File: src/rtl/lpc_rsc_pkg.sv
package lpc_rsc_pkg;

  localparam int NUM_LEVELS = 5;

  typedef enum logic [2:0] {
    MODE_IDLE    = 3'd0,
    MODE_SW_SDN  = 3'd1,
    MODE_HW_SDN  = 3'd2,
    MODE_SW_RST  = 3'd3,
    MODE_BUS_RST = 3'd4,
    MODE_SYS_RST = 3'd5
  } mode_e;

  typedef struct packed {
    logic all;
    logic swrst;
    logic sden;
    logic swsdn;
  } clr_t;

endpackage

File: src/rtl/lpc_rsc_prio.sv
module lpc_rsc_prio
  import lpc_rsc_pkg::*;
#(
  parameter int LEVELS = NUM_LEVELS
) (
  input  logic [LEVELS:1] req_i,
  output mode_e           win_o
);

  // Ascending scan: the last (highest) set level wins.
  always_comb begin
    win_o = MODE_IDLE;
    for (int i = 1; i <= LEVELS; i++) begin
      if (req_i[i]) win_o = mode_e'(i[2:0]);
    end
  end

endmodule

File: src/rtl/lpc_rsc_clr.sv
module lpc_rsc_clr
  import lpc_rsc_pkg::*;
(
  input  mode_e mode_i,
  output clr_t  clr_o
);

  // Each level wipes its own bits plus everything the levels below wipe.
  always_comb begin
    clr_o.all   = (mode_i == MODE_SYS_RST);
    clr_o.swrst = (mode_i >= MODE_BUS_RST);
    clr_o.sden  = (mode_i >= MODE_SW_RST);
    clr_o.swsdn = (mode_i >= MODE_HW_SDN);
  end

endmodule

File: src/rtl/lpc_rsc_pad.sv
module lpc_rsc_pad #(
  parameter int DATA_W   = 4,
  parameter int NUM_SB   = 4,
  parameter int CORE_N   = DATA_W + 4,
  parameter int NUM_PADS = CORE_N + NUM_SB + 2
) (
  input  logic                float_i,
  input  logic [NUM_SB-1:0]   sb_en_i,
  output logic [NUM_PADS-1:0] hiz_o
);

  for (genvar p = 0; p < NUM_PADS; p++) begin : g_pad
    if (p < CORE_N) begin : g_core
      assign hiz_o[p] = float_i;
    end else if (p < CORE_N + NUM_SB) begin : g_side
      assign hiz_o[p] = float_i & sb_en_i[p - CORE_N];
    end else begin : g_exempt
      assign hiz_o[p] = 1'b0;
    end
  end

endmodule

File: src/rtl/lpc_rsc_top.sv
module lpc_rsc_top
  import lpc_rsc_pkg::*;
#(
  parameter int DATA_W   = 4,
  parameter int NUM_SB   = 4,
  parameter int CORE_N   = DATA_W + 4,
  parameter int NUM_PADS = CORE_N + NUM_SB + 2
) (
  input  logic                clk,
  input  logic                rst,
  input  logic                wdt_ovf_i,
  input  logic                bus_rst_i,
  input  logic                sw_rst_bit_i,
  input  logic                pd_i,
  input  logic                sdn_en_bit_i,
  input  logic                sw_sdn_bit_i,
  input  logic [NUM_SB-1:0]   sb_en_i,
  output logic [2:0]          mode_o,
  output logic                clr_all_o,
  output logic                clr_swrst_o,
  output logic                clr_sden_o,
  output logic                clr_swsdn_o,
  output logic [NUM_PADS-1:0] pad_hiz_o
);

  logic [NUM_LEVELS:1] req;
  mode_e               win;
  clr_t                clr_d;
  logic [NUM_PADS-1:0] hiz_d;

  assign req[MODE_SYS_RST] = rst | wdt_ovf_i;
  assign req[MODE_BUS_RST] = bus_rst_i;
  assign req[MODE_SW_RST]  = sw_rst_bit_i;
  assign req[MODE_HW_SDN]  = pd_i & sdn_en_bit_i;
  assign req[MODE_SW_SDN]  = sw_sdn_bit_i & sdn_en_bit_i;

  lpc_rsc_prio #(.LEVELS(NUM_LEVELS)) u_prio (
    .req_i (req),
    .win_o (win)
  );

  lpc_rsc_clr u_clr (
    .mode_i (win),
    .clr_o  (clr_d)
  );

  lpc_rsc_pad #(
    .DATA_W   (DATA_W),
    .NUM_SB   (NUM_SB),
    .CORE_N   (CORE_N),
    .NUM_PADS (NUM_PADS)
  ) u_pad (
    .float_i (win != MODE_IDLE),
    .sb_en_i (sb_en_i),
    .hiz_o   (hiz_d)
  );

  // rst is itself the top-ranked source, so one path loads every register.
  always_ff @(posedge clk) begin
    mode_o      <= win;
    clr_all_o   <= clr_d.all;
    clr_swrst_o <= clr_d.swrst;
    clr_sden_o  <= clr_d.sden;
    clr_swsdn_o <= clr_d.swsdn;
    pad_hiz_o   <= hiz_d;
  end

endmodule

File: config.mk
export PLATFORM = sky130hd
export DESIGN_NAME = lpc_rsc_top
export DESIGN_NICKNAME = d
export VERILOG_FILES = /design/src/rtl/lpc_rsc_pkg.sv /design/src/rtl/lpc_rsc_prio.sv /design/src/rtl/lpc_rsc_clr.sv /design/src/rtl/lpc_rsc_pad.sv /design/src/rtl/lpc_rsc_top.sv
export SDC_FILE = /design/constraint.sdc
export NUM_CORES = 1
export LEC_CHECK = 0
export BUFFER_PORTS_ARGS = -buffer_cell sky130_fd_sc_hd__buf_4
export CAP_MARGIN = 0
export CORE_MARGIN = 2
export CORE_UTILIZATION = 40
export DETAILED_ROUTE_END_ITERATION = 8
export PLACE_DENSITY = 0.71
export RECOVER_POWER = 50
export SYNTH_ARGS = -nofsm -noshare
export SYNTH_HDL_FRONTEND = slang
export SYNTH_HIERARCHICAL = 1
export SYNTH_SLANG_ARGS = --single-unit
export TNS_END_PERCENT = 50
File: constraint.sdc
create_clock -name clk -period 2.33 [get_ports clk]
set_input_delay 0.5825 -clock clk [delete_from_list [all_inputs] [get_ports clk]]
set_output_delay 0.5825 -clock clk [all_outputs]
set_load 0.005 [all_outputs]
Yosys cells after proc, flatten, opt, wreduce, memory -nomap -nowiden
Cells that the tools add are included.
{ "op_classes": {"order_cmp": 3, "eq_ne": 1, "n_mux": 5, "n_bitwise": 7, "n_reduce_logical": 1} }
{ "ops": {"columns": ["op", "count"], "rows": [
  ["$and 1x1->1", 6],
  ["$ge 3x2->1 const B", 2],
  ["$mux 3", 2],
  ["$mux 2", 2],
  ["$eq 3x3->1 const B", 1],
  ["$ge 3x3->1 const B", 1],
  ["$reduce_bool 3->1", 1],
  ["$mux 1", 1],
  ["$or 1x1->1", 1]
]} }
{ "totals": {"register_bits": 19, "input_bits": 12, "out_inout_bits": 21, "wordCells": 23} }

Logic depth before layout (Yosys ltp)
{ "depth": {"ltp_word": 8, "ltp_mapped": 5, "mapped_depth_nobuf": 5} }

Modules after synthesis
Netlist, hierarchy kept.
{ "by_module_without_submodules": {"columns": ["module", "instances", "cells_each", "area_each_um2", "seq_area_each_um2"], "rows": [
  ["lpc_rsc_top", 1, 25, 445.4, 420.4],
  ["lpc_rsc_pad", 1, 15, 103.8, 0.0],
  ["lpc_rsc_prio", 1, 6, 31.3, 0.0],
  ["lpc_rsc_clr", 1, 4, 27.5, 0.0]
]} }

Least setup slack after synthesis
Ideal clock, no wire load.
{ "synth_timing": {"path_kind": "input to register", "from": "input wdt_ovf_i", "to": "register pad_hiz_o[8]", "setup_time_ns": 0.115, "arrival_ns": 1.822, "t_required_ns": 2.215, "path_slack_ns": 0.393, "stages": 4, "n_path_buf": 0, "cell_sequence": "or2_2 -> a221o_1 -> or3_1 -> and2_1"} }
{ "synth_via": {"elab_chain_cells": 4} }
{ "synth_rtl": {"columns": ["element", "line", "source"], "rows": [
  ["from (decl)", "lpc_rsc_top.sv:11", "input logic wdt_ovf_i,"],
  ["$or 1x1->1", "lpc_rsc_top.sv:31", "assign req[MODE_SYS_RST] = rst | wdt_ovf_i;"],
  ["$mux 3", "lpc_rsc_prio.sv:14", "if (req_i[i]) win_o = mode_e'(i[2:0]);"],
  ["named net win[0]", "lpc_rsc_top.sv:27", "mode_e win;"],
  ["$reduce_bool 3->1", "lpc_rsc_top.sv:53", ".float_i (win != MODE_IDLE),"],
  ["$and 1x1->1", "lpc_rsc_pad.sv:16", "assign hiz_o[p] = float_i & sb_en_i[p - CORE_N];"],
  ["named net hiz_d[8]", "lpc_rsc_top.sv:29", "logic [NUM_PADS-1:0] hiz_d;"],
  ["to (signal assigned)", "lpc_rsc_top.sv:65", "pad_hiz_o <= hiz_d;"],
  ["to (decl)", "lpc_rsc_top.sv:23", "output logic [NUM_PADS-1:0] pad_hiz_o"]
]} }
The timed path passes the listed nets, and every way through them passes these cells.

Final worst setup path
{ "layout_timing": {"from": "input wdt_ovf_i", "to": "register pad_hiz_o[8]"} }
{ "layout_via": {"elab_chain_cells": 4} }
{ "layout_rtl": {"columns": ["element", "line", "source"], "rows": [
  ["$or 1x1->1", "lpc_rsc_top.sv:31", null],
  ["named net req (one bit)", "lpc_rsc_top.sv:26", "logic [NUM_LEVELS:1] req;"],
  ["$mux 3", "lpc_rsc_prio.sv:14", null],
  ["named net win[0]", "lpc_rsc_top.sv:27", null],
  ["$reduce_bool 3->1", "lpc_rsc_top.sv:53", null],
  ["$and 1x1->1", "lpc_rsc_pad.sv:16", null],
  ["named net hiz_d[8]", "lpc_rsc_top.sv:29", null]
]} }
The timed path passes the listed nets, and every way through them passes these cells.

==> summary.txt <==
Status
  – Outcome: finished clean

Synthesis
  – Flops & latches, synth: 21
  – Mux contribution to synthesized area: 0%
  – Largest area contributor in the netlist: dfxtp_1
  – Post-synth top area share: 69.14%
  – Number of library cell types mapped by synthesis: 13
  – YS warnings: 6
  – Synth Area in Adders: 0%
  – Synth area leaders: dfxtp_1 (69%), buf_4 (12%), and2_1 (6.2%), or2_1 (2.1%), nor2_1 (1.9%)
  – Synth Area in Compound Gates: 3.086%
  – Cell area after synthesis: 608.1 um2
  – Synth Area in Simple Gates: 13.58%
  – XOR/XNOR Fraction of Synth Area: 0%
  – Post-Syn Instances: 50
  – Sequential fraction of the synthesis area: 69.14%
  – Post-synthesis area per instance: 12.16 um2
  – Main combinational cell family by area after synthesis: simple AND/OR/NAND/NOR gates

Detailed routing
  – First DRT Iteration DRCs: 0
  – DRT antenna net count: 0
  – Via count: 373
  – Avg WL per Cell: 9.272 um
  – Total wire length: 853 um
  – Drt first pass iters: 1
  – DRC viols: 0
  – Vias per cell: 4.054

Floorplan
  – # IOs: 33
  – Core area: 0.001471 mm2
  – Die height: 42.99 um
  – Initial Util: 41.33%
  – Die Wd: 42.99 um
  – Cell row count: 14
  – Full die area: 0.001848 mm2

Pwr
  – Combinational Power Share: 8.1%
  – Clk pwr share: 27.8%
  – Net Sw Power: 117.0 uW
  – Power Internal: 469.2 uW
  – VDD IR max: 390.6 uV
  – Static leakage: 0.0003858 uW
  – Final Power: 586.2 uW
  – Sw Ratio: 19.96%
  – Pwr Density: 714.2 mW/mm2
  – Flop pwr share: 64.1%

Global route
  – Initial antenna violation count: 0
  – Largest net degree at the start of global routing: 13
  – Gr ovfl total: 0
  – Global-route wire length before repair: 1386 um
  – Vias in the first global route: 348
  – Overall global routing resource usage: 10.84%

Timing
  – Final cycle utilization of the critical path: 76.95%
  – Endpoints failing setup: 0
  – RSZ-0062 raised after global routing: no
  – Final min period: 1.793 ns
  – Peak Freq: 557.7 MHz
  – Hold Fails Final Rpt: 0
  – Max Transition Viols Final: 0
  – Setup TNS: 0 ns

CTS
  – Hold_buf cts: 0
  – Reg clk slew, reported paths: 0.11 ns
  – Post-CTS sizing: 0
  – CTS Buf Count: 3
  – Max Root-Sink Buffers: 2
  – CTS tree: built
  – Htree depth: 1
  – Setup Fix Bufs, Post-CTS: 0
  – Sink Count: 21
  – Clock root cell: clkbuf_4

Setup path
  – CP Launch Type: input pin
  – CP peak stage delay: 0.50 ns
  – Crit path arrival time: 1.99 ns
  – Cells along the critical path: clkbuf_4, or2_2, a221o_1, or3_1, and2_1
  – Buffer and inverter count on the worst path: 1
  – Crit Path Class: input pin to register
  – Cell family with the largest share of critical-path delay: simple AND/OR/NAND/NOR gates
  – CP max FO: 12
  – Slowest CP cell: or3_1
  – CP required: 2.53 ns
  – WP depth: 5
  – Critical Path End Type: register
  – Setup crit start: wdt_ovf_i
  – Critical Path End: pad_hiz_o[8]

Place
  – Post-DP Area: 793.3 um2
  – Placed insts: 88
  – Buffers on Ports: 32
  – GPL Wtd Cong: 0.6103

Cells and area
  – Commonest non-fill, non-tap cell in the layout: dfxtp_1
  – Most frequent cells in the layout: dfxtp_1 (21), clkbuf_4 (20), buf_4 (15)
  – Layout cells sized above 1: 50.00%
  – Fin cells: 92
  – Nets: 89
  – Filler cells: 141
  – Layout area overhead: 34.98%
  – Inserted Diodes: 0
  – Final Cell Area: 820.8 um2

Worst hold path
  – Worst min path class: input pin to register

Job
  – Max-cap viol count: 0
==> per-layer routing <==
layer	wire (um)	global-route usage [%]
met5	0	0
met4	0	9.091
met3	111	5.957
met2	433	16.97
met1	307	10.13
==> state kept, by name, summed over array words and instances (netlist names) <==
name and flops:
pad_hiz_o 14, clr_sden_o 1, clr_swrst_o 1, clr_all_o 1, clr_swsdn_o 1, mode_o 3
==> worst min path at each step <==
stage,start,end,slack (ns),depth (start not counted)
final,sb_en_i[3],pad_hiz_o[11],0.49,2
after global routing,sb_en_i[2],pad_hiz_o[10],0.47,2
after CTS,sb_en_i[3],pad_hiz_o[11],0.48,2
after detailed placement,sb_en_i[0],pad_hiz_o[8],0.79,2
after global placement,sb_en_i[0],pad_hiz_o[8],0.79,2
after floorplan,sb_en_i[0],pad_hiz_o[8],0.70,1
==> cell families after synthesis <==
family,after synthesis
buf+inv,12
compound gates,2
other cells,1
simple gates,14
flops,21
==> layout make-up <==
class,count,area (um2),area share [%]
Timing Repair Buffer,32,240.2,29.27
Sequential cell,21,420.4,51.22
Tap cell,16,20.02,2.439
Clock buffer,3,22.52,2.744
Multi-Input combinational cell,18,108.9,13.26
Clock inverter,1,5.005,0.6098
Inverter,1,3.754,0.4573
==> power groups by stage <==
stage | combinational (uW) | clock [uW] | sequential (uW)
2_1_floorplan | 16.6 | 0 | 386
3_3_place_gp | 48.9 | 0 | 384
3_5_place_dp | 49.4 | 0 | 385
4_1_cts | 49.5 | 172 | 376
5_1_grt | 52.1 | 191 | 378
6_report | 47.4 | 163 | 376
==> cell usage after synthesis <==
master    number
nor2_1         3
or2_1          2
clkbuf_1       1
buf_4         10
conb_1         1
or2_2          1
inv_1          1
and3b_1        1
and2_1         6
dfxtp_1       21
a221o_1        1
or3_1          1
a21o_2         1
==> metrics by stage <==
stage	hold WS (ns)	setup slack [ns]	utilization [%]
after detailed placement	0.7943	0.2079	53.91
after global routing	0.4666	0.4493	55.78
after floorplan	0.7042	0.3928	-
after global placement	0.7901	0.2458	53.91
after CTS	0.4758	0.5345	55.78
final	0.4865	0.5370	55.78
No activity file was read; power rests on OpenSTA's default activity.
